[config.mk]
export PLATFORM = sky130hd
export DESIGN_NAME = byte_lock_guard
export DESIGN_NICKNAME = d
export VERILOG_FILES = /design/src/rtl/lk_pkg.sv /design/src/rtl/lk_byte_cmp.sv /design/src/rtl/lk_seq_fsm.sv /design/src/rtl/lk_lock_flag.sv /design/src/rtl/byte_lock_guard.sv
export SDC_FILE = /design/constraint.sdc
export NUM_CORES = 1
export LEC_CHECK = 0
export BUFFER_PORTS_ARGS = -buffer_cell sky130_fd_sc_hd__buf_2
export CAP_MARGIN = 10
export CORE_MARGIN = 2
export CORE_UTILIZATION = 45
export CTS_BUF_LIST = sky130_fd_sc_hd__clkbuf_8
export CTS_CLUSTER_DIAMETER = 100
export CTS_CLUSTER_SIZE = 20
export DETAILED_ROUTE_END_ITERATION = 6
export PLACE_DENSITY = 0.63
export SYNTH_ARGS = -nofsm -noshare
export SYNTH_HDL_FRONTEND = slang
export SYNTH_SLANG_ARGS = --single-unit
[constraint.sdc]
create_clock -name clk -period 2 [get_ports clk]
set_input_delay 0.1 -clock clk [delete_from_list [all_inputs] [get_ports clk]]
set_output_delay 0.1 -clock clk [all_outputs]
set_load 0.01 [all_outputs]
[src/rtl/lk_pkg.sv]
package lk_pkg;

   localparam int unsigned LK_BYTE_W  = 8;
   localparam int unsigned LK_SEQ_LEN = 15;

   typedef enum logic [1:0] {
      LK_HUNT  = 2'd0,
      LK_ARMED = 2'd1,
      LK_MATCH = 2'd2
   } lk_state_e;

   // Expected code for each position of the unlock run.
   function automatic logic [LK_BYTE_W-1:0] lk_code(input int unsigned pos);
      logic [LK_BYTE_W-1:0] v;
      case (pos)
         0:       v = 8'hFF;
         1:       v = 8'h77;
         2:       v = 8'hB3;
         3:       v = 8'h51;
         4:       v = 8'hA8;
         5:       v = 8'hD4;
         6:       v = 8'h62;
         7:       v = 8'h39;
         8:       v = 8'h9C;
         9:       v = 8'h46;
         10:      v = 8'h2B;
         11:      v = 8'h15;
         12:      v = 8'h8A;
         13:      v = 8'hCD;
         14:      v = 8'hEE;
         default: v = 8'h00;
      endcase
      return v;
   endfunction

endpackage

[src/rtl/lk_byte_cmp.sv]
module lk_byte_cmp
   import lk_pkg::*;
#(
   parameter int unsigned DATA_W       = 8,
   parameter int unsigned SEQ_LEN      = 15,
   parameter bit          CMP_PARALLEL = 1'b1,
   localparam int unsigned IDX_W       = $clog2(SEQ_LEN)
) (
   input  logic [DATA_W-1:0] byte_in,
   input  logic [IDX_W-1:0]  pos,
   output logic              is_zero,
   output logic              pos_hit
);

   assign is_zero = (byte_in == '0);

   generate
      if (CMP_PARALLEL) begin : g_parallel
         // One comparator per position, result picked by the position.
         logic [SEQ_LEN-1:0] hit_vec;
         for (genvar i = 0; i < SEQ_LEN; i++) begin : g_hit
            assign hit_vec[i] = (byte_in == DATA_W'(lk_code(i)));
         end
         always_comb begin
            pos_hit = 1'b0;
            for (int j = 0; j < SEQ_LEN; j++) begin
               if (pos == IDX_W'(j)) pos_hit = hit_vec[j];
            end
         end
      end else begin : g_lookup
         // Single comparator fed by a position-indexed code table.
         logic [DATA_W-1:0] want;
         always_comb begin
            want = DATA_W'(lk_code(32'(pos)));
         end
         assign pos_hit = (byte_in == want);
      end
   endgenerate

endmodule

[src/rtl/lk_seq_fsm.sv]
module lk_seq_fsm
   import lk_pkg::*;
#(
   parameter int unsigned SEQ_LEN = 15,
   localparam int unsigned IDX_W  = $clog2(SEQ_LEN),
   localparam logic [IDX_W-1:0] LAST_POS = IDX_W'(SEQ_LEN - 1)
) (
   input  logic             clk,
   input  logic             rst_n,
   input  logic             wr_en,
   input  logic             is_zero,
   input  logic             pos_hit,
   output logic [IDX_W-1:0] pos,
   output logic             run_done,
   output logic             run_relock
);

   lk_state_e        st_q, st_d;
   logic [IDX_W-1:0] pos_q, pos_d;

   always_comb begin
      st_d       = st_q;
      pos_d      = pos_q;
      run_done   = 1'b0;
      run_relock = 1'b0;
      if (wr_en) begin
         unique case (st_q)
            LK_HUNT: begin
               if (!is_zero) st_d = LK_ARMED;
            end
            LK_ARMED: begin
               if (is_zero) begin
                  st_d  = LK_MATCH;
                  pos_d = '0;
               end
            end
            LK_MATCH: begin
               if (pos_hit) begin
                  if (pos_q == LAST_POS) begin
                     run_done = 1'b1;
                     st_d     = LK_ARMED;
                     pos_d    = '0;
                  end else begin
                     pos_d = pos_q + 1'b1;
                  end
               end else begin
                  run_relock = (pos_q == LAST_POS);
                  st_d       = is_zero ? LK_HUNT : LK_ARMED;
                  pos_d      = '0;
               end
            end
            default: begin
               st_d  = LK_HUNT;
               pos_d = '0;
            end
         endcase
      end
   end

   always_ff @(posedge clk or negedge rst_n) begin
      if (!rst_n) begin
         st_q  <= LK_HUNT;
         pos_q <= '0;
      end else begin
         st_q  <= st_d;
         pos_q <= pos_d;
      end
   end

   assign pos = pos_q;

endmodule

[src/rtl/lk_lock_flag.sv]
module lk_lock_flag (
   input  logic clk,
   input  logic rst_n,
   input  logic set_i,
   input  logic clr_i,
   output logic flag_o
);

   always_ff @(posedge clk or negedge rst_n) begin
      if (!rst_n)     flag_o <= 1'b0;
      else if (set_i) flag_o <= 1'b1;
      else if (clr_i) flag_o <= 1'b0;
   end

endmodule

[src/rtl/byte_lock_guard.sv]
module byte_lock_guard
   import lk_pkg::*;
#(
   parameter int unsigned DATA_W       = 8,
   parameter int unsigned SEQ_LEN      = 15,
   parameter bit          CMP_PARALLEL = 1'b1
) (
   input  logic              clk,
   input  logic              rst_n,
   input  logic              wr_en,
   input  logic [DATA_W-1:0] wr_data,
   output logic              unlocked
);

   localparam int unsigned IDX_W = $clog2(SEQ_LEN);

   generate
      if (DATA_W != LK_BYTE_W) begin : g_bad_width
         $error("byte_lock_guard: DATA_W must equal the code width");
      end
      if (SEQ_LEN != LK_SEQ_LEN) begin : g_bad_len
         $error("byte_lock_guard: SEQ_LEN must equal the code table length");
      end
   endgenerate

   logic             is_zero;
   logic             pos_hit;
   logic [IDX_W-1:0] pos;
   logic             run_done;
   logic             run_relock;

   lk_byte_cmp #(
      .DATA_W      (DATA_W),
      .SEQ_LEN     (SEQ_LEN),
      .CMP_PARALLEL(CMP_PARALLEL)
   ) u_cmp (
      .byte_in(wr_data),
      .pos    (pos),
      .is_zero(is_zero),
      .pos_hit(pos_hit)
   );

   lk_seq_fsm #(
      .SEQ_LEN(SEQ_LEN)
   ) u_fsm (
      .clk       (clk),
      .rst_n     (rst_n),
      .wr_en     (wr_en),
      .is_zero   (is_zero),
      .pos_hit   (pos_hit),
      .pos       (pos),
      .run_done  (run_done),
      .run_relock(run_relock)
   );

   lk_lock_flag u_flag (
      .clk   (clk),
      .rst_n (rst_n),
      .set_i (run_done),
      .clr_i (run_relock),
      .flag_o(unlocked)
   );

endmodule

==> summary.txt, run 1 <==
Seq cells post-synth: 7
DP Worst Slack: 0.1003 ns
Yosys Warn Count: 0
Synth Cell Area: 880.8 sq um
Overall power: 436.0 uW
Reg clk slew, reported paths: 0.04 ns
Synthesized area per cell: 8.310 sq um
CP max stage cell: dfrtp_1
Layout cells sized above 1: 0.2764
Synthesized net count: 117
Initial Utilization: 0.4632
Register area share after synthesis: 0.1989
Post-synth EDFFs: 0
Cells after Synth: 106
Pwr Density: 421.9 nW/um^2
Htree depth: 1
Cells after DPL: 145
Max Transition Viols Final: 0
Post-route minimum period: 1.895 ns
RePlAce Congestion: 0.9163
Antenna violations before repair: 0
First-pass GRT wire length: 3933 microns
TritonCTS Buffers: 3
Largest net degree at the start of global routing: 15
Commonest non-fill, non-tap cell in the layout: buf_2
Site Rows: 16
Core area: 1902 sq um
Peak VDD IR: 681.6 uV
Max incr delay on CP: 0.51 ns
DRC: 0
WL/cell: 15.84 microns
Avg Vias per Cell: 6.133
# diodes: 0
CTS max path bufs: 2
Crit path cell chain: nor4b_2, o211ai_2, a2111oi_4, o211a_4, o21ai_2, o21a_1
Clock latency on the worst-skew pair: 0.23 ns
CP top delay family: compound AO/OA/AOI/OAI gates
Leakage Power: 0.3638 nW
DIE HEIGHT: 48.24 microns
Final cell count without fillers: 150
Vias in the first global route: 867
Worst EP arrival: 2.01 ns
# IOs: 12
Top post-synthesis cells by area: dfrtp_1 20%, nand4_1 4.3%, nor2b_1 4.3%
Initial drt markers: 38
GRT Residual Overflow: 0
Post-CTS Resized: 0
Startpoint types: flop
Hold Violations, Final: 0
Max Clock Freq: 0.5276 GHz
IO Port Bufs: 11
Setup violation total in the final timing report: 0
Largest area contributor in the netlist: dfrtp_1
Clk root buf: clkbuf_8
CTS tree: yes
Area delta synth->final: 17.33%
Drt pass-1 iters: 4
Synth top area share: 0.1989
Fin Clk Skew: 0.001219 ns
Worst Setup Path Type: flop to flop
Slew headroom: 0.6972
WP buf/inv: 0
Critical path capture point type: flop
Vias: 920
Worst hold-check path type: input port to flop
Ys async rst share: 1.000
Worst slew pin tran: 0.4542 ns
Worst EP required: 2.11 ns
Crit-path max FO: 11
Post-synth top flop: dfrtp_1
GRT Util Overall: 0.2451
Post-DP HPWL: 1828 microns
Routed wire length: 2376 microns
RSZ-0062 raised after global routing: false
Commonest non-fill, non-tap cells in the layout: 11 x buf_2, 9 x nand2_1, 8 x nor2_1
Clk sinks: 7
Hold_ws: 0.1799 ns
Status: finished clean
Final net count: 135
Setup ws final: 0.1046 ns
Die area: 2327 sq um
Yosys cell types: 47
Post-route ant nets: 0
Setup TNS: 0 ns
Crit share post-route: 0.9477
Chip width: 48.24 microns
MaxCap Viol Count: 0
cell usage after synthesis (2+ instances only):
cell and n:
nor2_1 8, nor3b_1 3, a31oi_1 2, nor3_1 4, a21oi_1 5, o2111ai_1 3
nand3b_1 2, nand3_1 5, buf_2 3, mux2_2 2, nor2b_1 6, and3b_1 3
o21ai_1 4, nand4_1 6, nand2_1 9, o211ai_1 2, nor4b_2 2, dfrtp_1 7
o21ai_0 2
path summary, 6_finish.rpt:
check	from	slack, ns	end	depth (start not counted)
min in group asynchronous	rst_n	0.23	u_fsm.pos[3]$_DFFE_PN0P_	2
max reg2reg	u_fsm.pos[1]$_DFFE_PN0P_	0.10	u_fsm.st_q[0]$_DFFE_PN0P_	6
min	wr_en	0.18	u_fsm.pos[3]$_DFFE_PN0P_	3
max in group asynchronous	rst_n	1.61	u_flag.flag_o$_DFFE_PN0P_	2
min reg2reg	u_flag.flag_o$_DFFE_PN0P_	0.50	u_flag.flag_o$_DFFE_PN0P_	2
max	u_fsm.pos[1]$_DFFE_PN0P_	0.10	u_fsm.st_q[0]$_DFFE_PN0P_	6
cells by family after synthesis:
logic type,synth area share
multiplexers,0.02557
flip-flops,0.1989
AND/OR/NAND/NOR,0.4659
buffers and inverters,0.03692
AO/OA/AOI/OAI,0.2727
layout make-up:
class | count | area [sq um]
Fill cell | 199 | 868.3
Multi-Input combinational cell | 94 | 673.1
Sequential cell | 7 | 175.2
Timing Repair Buffer | 17 | 102.6
Clock buffer | 3 | 41.29
Tap cell | 27 | 33.78
Clock inverter | 1 | 3.754
Inverter | 1 | 3.754
metal layers:
layer	GRT usage	wire [microns]	vias to the layer above
met1	0.3166	1070	419
met5	0	0	-
met3	0.02593	129	6
li1	-	-	462
met4	0.1081	44	0
met2	0.4105	1133	33
repair_timing:
item / 4_1_cts / 5_1_grt
setup buffers: 0 / 0
hold endpoints to repair: 7 / 0
hold buffers: 1 / 0
setup endpoints to repair: 0 / 0
power breakdown:
part | switching (mW) | internal [mW] | leakage (nW)
registers | 0.00746 | 0.146 | 0.0884
logic | 0.0542 | 0.0319 | 0.248
clock network | 0.0639 | 0.133 | 0.0269
state kept, by name, indices dropped and copies added (netlist names):
name           flops
u_fsm.st_q         2
u_fsm.pos          4
u_flag.flag_o      1
per-stage QoR:
stage / utilization / cell area (sq um)
2_1_floorplan: - / 880.8
3_3_place_gp: 0.5145 / 978.4
3_5_place_dp: 0.5145 / 978.4
4_1_cts: 0.5434 / 1033
5_1_grt: 0.5434 / 1033
6_report: 0.5434 / 1033
tightest hold or removal path, delay by kind of cell:
family / cells / cell delay, ns
compound gates: 1 / 0.05
buf+inv: 1 / 0.14
simple gates: 1 / 0.07
Note: power is estimated with default switching activity, not from simulation.
==> run 2, diff against run 1 <==
--- a/config.mk
+++ b/config.mk
@@ -5,7 +5,6 @@
 export SDC_FILE = /design/constraint.sdc
 export NUM_CORES = 1
 export LEC_CHECK = 0
-export BUFFER_PORTS_ARGS = -buffer_cell sky130_fd_sc_hd__buf_2
 export CAP_MARGIN = 10
 export CORE_MARGIN = 2
 export CORE_UTILIZATION = 45
@@ -13,7 +12,8 @@
 export CTS_CLUSTER_DIAMETER = 100
 export CTS_CLUSTER_SIZE = 20
 export DETAILED_ROUTE_END_ITERATION = 6
-export PLACE_DENSITY = 0.63
+export DONT_BUFFER_PORTS = 1
+export PLACE_DENSITY = 0.58
 export SYNTH_ARGS = -nofsm -noshare
 export SYNTH_HDL_FRONTEND = slang
 export SYNTH_SLANG_ARGS = --single-unit
==> run 2 against run 1 <==
  * Die area unchanged
  * Final cell count down 6.7%
  * First-iteration DRC count fell by 21%
  * Non-clock buffer count decreased by 10
  * Power down 5.1%
  * Clock power about the same
  * Worst hold slack got worse by 0.16 ns
  * Register-to-register slack improved by 0.04 ns
  * Sequential cell count stayed put
  * Critical path type unchanged
  * Largest power group unchanged
  * Highest routed layer unchanged
==> summary.txt, run 2 (synthesis results as in run 1) <==
Status: finished clean
Pwr Density: 418.5 nW/um^2 (-0.79%)
IO Port Bufs: 0 (-11)
Setup TNS: 0 ns (unchanged)
Hold Startpoint: wr_en
Peak VDD IR: 473.5 uV (-31%)
# IOs: 12 (unchanged)
Die area: 2327 sq um (unchanged)
First-pass GRT wire length: 3946 microns (+0.33%)
M1 WL: 1097 microns (+2.5%)
CTS max path bufs: 2 (unchanged)
CP top delay family: compound AO/OA/AOI/OAI gates
Cells after DPL: 135 (-6.9%)
Final net count: 125 (-7.4%)
Area delta synth->final: 12.22%
Startpoint types: flop
Worst Setup Path Type: flop to flop
Post-route ant nets: 0 (unchanged)
Worst EP required: 2.12 ns (about the same)
CTS tree: yes
DIE HEIGHT: 48.24 microns (unchanged)
RSZ-0062 raised after global routing: false
Post-route minimum period: 1.860 ns (-0.03574 ns)
Largest net degree at the start of global routing: 11 (-4)
Max FFs per register: 4 (unchanged)
Antenna violations before repair: 0 (unchanged)
Final core occ: 0.5197 (-0.02368)
Routed wire length: 2478 microns (+4.3%)
Commonest non-fill, non-tap cells in the layout: 9 x nand2_1, 8 x nor2_1, 7 x dfrtp_1
Max Transition Viols Final: 0 (unchanged)
Max Used Layer: met4
Fin Clk Skew: 0.001549 ns (+0.0003305 ns)
Max Clock Freq: 0.5377 GHz (+1.9%)
RePlAce Congestion: 0.8813 (-3.8%)
Setup violation total in the final timing report: 0 (unchanged)
Crit path cell chain: nor2b_2, nand3_2, a2111oi_4, o211a_4, o21ai_2, o21a_1
Clk sinks: 7 (unchanged)
Leakage Power: 0.3266 nW (-10%)
WHS Endpoint: u_fsm.pos[3]$_DFFE_PN0P_
Avg Vias per Cell: 6.529 (+6.4%)
Post-DP HPWL: 1857 microns (+1.6%)
Worst Setup SP: u_fsm.pos[0]$_DFFE_PN0P_
Metal2 WL: 1251 microns (+10%)
Crit share post-route: 0.9298 (-0.01787)
# diodes: 0 (unchanged)
Post-CTS setup buffers: 0 (unchanged)
Final cell count without fillers: 140 (-6.7%)
Chip width: 48.24 microns (unchanged)
GRT Residual Overflow: 0 (unchanged)
Vias in the first global route: 901 (+3.9%)
Vias: 914 (-0.65%)
Hold Path Depth: 2 (-1)
Slew headroom: 0.7594 (+0.06221)
R2R Setup Slk: 0.14 ns (+0.04 ns)
CP max stage cell: dfrtp_1
MaxCap Viol Count: 0 (unchanged)
Worst hold-check path type: input port to flop
Max incr delay on CP: 0.50 ns (about the same)
Reg clk slew, reported paths: 0.04 ns (about the same)
Hold_ws: 0.01671 ns (-0.1632 ns)
Worst slew pin tran: 0.3600 ns (-0.09425 ns)
Site Rows: 16 (unchanged)
R2r worst-path depth: 6 (unchanged)
Crit-path max FO: 9 (-2)
Metal3 WL: 112 microns (-13%)
Drt pass-1 iters: 4 (unchanged)
DRC: 0 (unchanged)
Reg2Reg Launch Point: u_fsm.pos[0]$_DFFE_PN0P_
GRT Util Overall: 0.2479 (+0.002862)
Clock latency on the worst-skew pair: 0.23 ns (about the same)
WP buf/inv: 0 (unchanged)
Core area: 1902 sq um (unchanged)
WL/cell: 17.70 microns (+12%)
Commonest non-fill, non-tap cell in the layout: nand2_1
Critical path capture point type: flop
TritonCTS Buffers: 3 (unchanged)
FF-to-FF End: u_fsm.st_q[0]$_DFFE_PN0P_
Worst EP arrival: 1.98 ns (-0.03 ns)
Initial drt markers: 30 (-21%)
Clk root buf: clkbuf_8
Htree depth: 1 (unchanged)
Layout cells sized above 1: 0.2212 (-0.05518)
Hold Violations, Final: 0 (unchanged)
Initial Utilization: 0.4632 (unchanged)
==> run 2: cell count changes in the layout (fill, tap and decap cells not counted), sizes merged <==
cell and change:
buf -10
==> run 2: timing repair <==
action / in CTS / in global routing
gates resized for setup: 0 / 1
setup endpoints to repair: 0 / 1
hold endpoints to repair: 7 / 0
hold buffers: 1 / 0
==> run 2: through the flow <==
step	setup WS (ns)	total power, mW	instance area (sq um)
final	0.1403	0.4137	988.4
after global routing	0.04505	0.4334	988.4
after CTS	0.1078	0.4161	985.9
after detailed placement	0.1344	0.2091	930.9
after global placement	0.1232	0.2093	930.9
after floorplan	0.3192	0.1942	880.8
==> run 2: how the worst max path moves through the flow <==
stage                                            to  slack, ns  cells after the start
after floorplan            u_fsm.pos[1]$_DFFE_PN0P_       0.32                      7
after global placement    u_fsm.st_q[0]$_DFFE_PN0P_       0.12                      6
after detailed placement  u_fsm.st_q[0]$_DFFE_PN0P_       0.13                      6
after CTS                 u_fsm.st_q[0]$_DFFE_PN0P_       0.11                      6
after global routing      u_fsm.st_q[0]$_DFFE_PN0P_       0.05                      6
final                     u_fsm.st_q[0]$_DFFE_PN0P_       0.14                      6
==> run 2: cell type report <==
type / count / area, sq um
clock buffer: 3 / 41.29
clock inverter: 1 / 3.754
tap: 27 / 33.78
multi-input combinational: 94 / 675.6
fill: 205 / 913.4
inverter: 1 / 3.754
sequential: 7 / 175.2
timing repair buffer: 7 / 55.05
==> run 2: routing by layer <==
metal | GRT usage | vias to the layer above
met5 | 0 | -
met4 | 0.1568 | 0
met3 | 0.02593 | 2
met2 | 0.4211 | 36
met1 | 0.2950 | 441
li1 | - | 435
==> run 2: power by group <==
group	switching, mW	internal [mW]	total, mW	leakage (nW)
sequential	0.00838	0.146	0.154	0.0884
clock	0.0673	0.133	0.200	0.0269
combinational	0.0343	0.0250	0.0593	0.211
total	0.110	0.304	0.414	0.327
==> run 3, diff against run 2 <==
--- a/config.mk
+++ b/config.mk
@@ -14,6 +14,8 @@
 export DETAILED_ROUTE_END_ITERATION = 6
 export DONT_BUFFER_PORTS = 1
 export PLACE_DENSITY = 0.58
+export SLEW_MARGIN = 20
 export SYNTH_ARGS = -nofsm -noshare
 export SYNTH_HDL_FRONTEND = slang
+export SYNTH_HIERARCHICAL = 1
 export SYNTH_SLANG_ARGS = --single-unit
==> run 3 against run 2 <==
  * The flow now finishes with violations (negative setup slack)
  * Clock power is 5% lower
  * Sequential share of layout area is 0.77 points lower
  * Worst setup slack worse by 0.30 ns
  * Power is 45% higher
  * First-iteration DRC count is 67% lower
  * Via count is 3.2% lower
  * Non-clock buffer count is 6 higher
  * Critical path type unchanged
  * Largest power group is now combinational logic
==> summary.txt, run 3 <==
RePlAce Congestion: 0.8995 (+2.1%)
Post-CTS setup buffers: 0 (unchanged)
DRC: 0 (unchanged)
Commonest non-fill, non-tap cells in the layout: 12 x buf_4, 8 x nand2_1, 7 x inv_1, 7 x nand4_1, 7 x dfrtp_1
Worst hold-check path type: input port to flop
Max incr delay on CP: 0.39 ns (-0.11 ns)
Sequential fraction of design power: 0.307 (-0.065)
Register area share after synthesis: 0.2026 (+0.003741)
GRT Util Overall: 0.2320 (-0.01596)
Yosys Warn Count: 6 (+6)
Chip width: 47.83 microns (-0.85%)
WL/cell: 15.71 microns (-11%)
Clk sinks: 7 (unchanged)
Hold_ws: 0.04246 ns (+0.02575 ns)
Synthesized net count: 119 (+1.7%)
IO Port Bufs: 0 (unchanged)
Net switching power figure: 188.4 uW (+71%)
Internal: 410.4 uW (+35%)
Synth top area share: 0.2026 (+0.003741)
Max Clock Freq: 0.4633 GHz (-14%)
Vias in the first global route: 856 (-5.0%)
Hold Violations, Final: 0 (unchanged)
Commonest non-fill, non-tap cell in the layout: buf_4
Antenna violations before repair: 0 (unchanged)
Largest area contributor in the netlist: dfrtp_1
Post-route ant nets: 0 (unchanged)
Core area: 1764 sq um (-7.2%)
Setup violation total in the final timing report: 7 (+7)
CTS tree: yes
Fin Clk Skew: 0.001536 ns (-0.00001293 ns)
CP top delay family: compound AO/OA/AOI/OAI gates
CP max stage cell: dfrtp_1
Worst EP arrival: 2.27 ns (+0.29 ns)
Worst slew pin tran: 0.3209 ns (-0.03906 ns)
Dominant cell by count in the synthesized netlist: nand2_1
Clk root buf: clkbuf_8
Max Transition Viols Final: 0 (unchanged)
Worst EP required: 2.11 ns (about the same)
Drt pass-1 iters: 4 (unchanged)
Yosys cell types: 45 (-4.3%)
Top post-synthesis cells by area: dfrtp_1 20%, nand4_1 5.1%, nor4b_1 5.1%
Site Rows: 15 (-1)
Leakage Power: 0.3775 nW (+16%)
Layout cells sized above 1: 0.2119 (-0.009375)
Routed wire length: 2246 microns (-9.4%)
CTS max path bufs: 2 (unchanged)
Ys async rst share: 1.000 (unchanged)
RSZ-0062 raised after global routing: true
GRT Residual Overflow: 0 (unchanged)
Avg Vias per Cell: 6.189 (-5.2%)
DIE HEIGHT: 47.83 microns (-0.85%)
Sw frac: 0.3146 (+0.04873)
Crit path cell chain: buf_4, nand3b_1, a211o_1, a2111oi_2, o22ai_1, nand4_1, and3b_4, a21boi_2, a22o_1
Initial drt markers: 10 (-67%)
Cells after Synth: 106 (unchanged)
# IOs: 12 (unchanged)
Overall power: 598.8 uW (+45%)
Peak VDD IR: 436.8 uV (-7.7%)
Critical path capture point type: flop
Setup TNS: -0.7407 ns (-0.7407 ns)
Startpoint types: flop
Vias: 885 (-3.2%)
Clock Power Share: 0.317 (-0.168)
Fill count: 169 (-18%)
Pwr Density: 579.4 nW/um^2 (+38%)
Synthesized area per cell: 8.156 sq um (-1.8%)
Clock latency on the worst-skew pair: 0.22 ns (about the same)
Largest net degree at the start of global routing: 12 (+1)
Slew headroom: 0.7846 (+0.02521)
Final net count: 132 (+5.6%)
Post-synth top flop: dfrtp_1
Worst Setup Path Type: flop to flop
Post-route minimum period: 2.159 ns (+0.2990 ns)
Post-synth EDFFs: 0 (unchanged)
Synth top cells by count: 8 x nand2_1, 7 x dfrtp_1, 7 x nand4_1, 6 x inv_1
Synth Cell Area: 864.6 sq um (-1.8%)
WP buf/inv: 1 (+1)
Seq cells post-synth: 7 (unchanged)
Crit share post-route: 1.079 (+0.1495)
Reg clk slew, reported paths: 0.04 ns (about the same)
TritonCTS Buffers: 3 (unchanged)
# diodes: 0 (unchanged)
Combinational Power Share: 0.376 (+0.233)
First-pass GRT wire length: 3677 microns (-6.8%)
MaxCap Viol Count: 0 (unchanged)
Initial Utilization: 0.4901 (+0.02691)
Status: finished, violations left
Crit-path max FO: 4 (-5)
Die area: 2288 sq um (-1.7%)
Area delta synth->final: 19.54%
Htree depth: 1 (unchanged)
Max FFs per register: 4 (unchanged)
Failing checks: negative setup slack
Setup ws final: -0.1586 ns (-0.2990 ns)
Post-DP HPWL: 1739 microns (-6.3%)
## run 3: cell types whose count changed in the layout (fill, tap and decap cells not counted), sizes merged, moves of 3 or more
| cell | delta |
|---|---|
| inv | +5 |
| o211ai | -3 |
| nor2 | -5 |
| o2111ai | -3 |
| buf | +6 |
| o21ai | -4 |
## run 3: repair_timing
action	4_1_cts	5_1_grt
hold buffers	1	0
cloned	0	0
endpoints found under the hold margin	7	0
gates resized for setup	1	1
pin swaps	3	2
endpoints found under the setup margin	7	7
## run 3: per-layer routing
metal / track usage / vias up / share of wire / wire [microns]
met5: 0 / - / 0 / 0
met4: 0.1027 / 0 / 0.012 / 27
met3: 0.04151 / 5 / 0.058 / 131
met2: 0.3653 / 28 / 0.47 / 1047
met1: 0.3089 / 410 / 0.46 / 1038
li1: - / 442 / - / -
## run 3: worst paths after layout
check	from	endpoint	slack (ns)	depth (start not counted)
max	u_fsm/pos[0]$_DFFE_PN0P_	u_fsm/st_q[0]$_DFFE_PN0P_	-0.16	9
max reg2reg	u_fsm/pos[0]$_DFFE_PN0P_	u_fsm/st_q[0]$_DFFE_PN0P_	-0.16	9
min	wr_en	u_fsm/st_q[1]$_DFFE_PN0P_	0.04	2
max in group asynchronous	rst_n	u_fsm/pos[1]$_DFFE_PN0P_	1.56	1
min reg2reg	u_flag/flag_o$_DFFE_PN0P_	u_flag/flag_o$_DFFE_PN0P_	0.55	1
min in group asynchronous	rst_n	u_fsm/st_q[1]$_DFFE_PN0P_	0.21	1
## run 3: area by class of cell
cell class / count / area, sq um / area share
repair buffers: 13 / 100.1 / 0.09685
flip-flops and latches: 7 / 175.2 / 0.1695
multi-input cells: 88 / 659.4 / 0.6380
clock buffers: 3 / 41.29 / 0.03995
clock inverters: 1 / 3.754 / 0.003632
inverters: 6 / 22.52 / 0.02179
well taps: 25 / 31.28 / 0.03027
## run 3: power groups by stage
stage                     Combinational (mW)  Sequential [mW]  Clock (mW)
after floorplan                        0.144            0.188           0
after global placement                 0.214            0.185           0
after detailed placement               0.213            0.186           0
after CTS                              0.219            0.184       0.197
after global routing                   0.246            0.189       0.213
final                                  0.225            0.184       0.190
## run 3: per-stage QoR
| step | util | cell area, sq um | setup slack, ns | cells |
|---|---|---|---|---|
| floorplan | - | 872.1 | -0.2803 | 106 |
| global placement | 0.5482 | 967.2 | -0.1517 | 138 |
| detailed placement | 0.5482 | 967.2 | -0.1721 | 138 |
| CTS | 0.5823 | 1027 | -0.1704 | 143 |
| global route | 0.5858 | 1033 | -0.2576 | 143 |
| finish | 0.5858 | 1033 | -0.1586 | 143 |
## run 3: logic make-up (layout without fill, tap and decap cells)
kind of cell | count (synthesis) | after routing | synth area share
buffers and inverters | 11 | 23 | 0.05209
multiplexers | 2 | 2 | 0.02316
AND/OR/NAND/NOR | 60 | 60 | 0.4747
flip-flops | 7 | 7 | 0.2026
adder cells (fa/ha/maj) | 2 | 2 | 0.02894
AO/OA/AOI/OAI | 24 | 24 | 0.2185
## run 3: worst register-to-register path, delay by kind of cell (launching register included)
family	cells	cell delay, ns
AO/OA/AOI/OAI	5	1.00
flip-flops	1	0.39
AND/OR/NAND/NOR	3	0.51
buffers and inverters	1	0.15
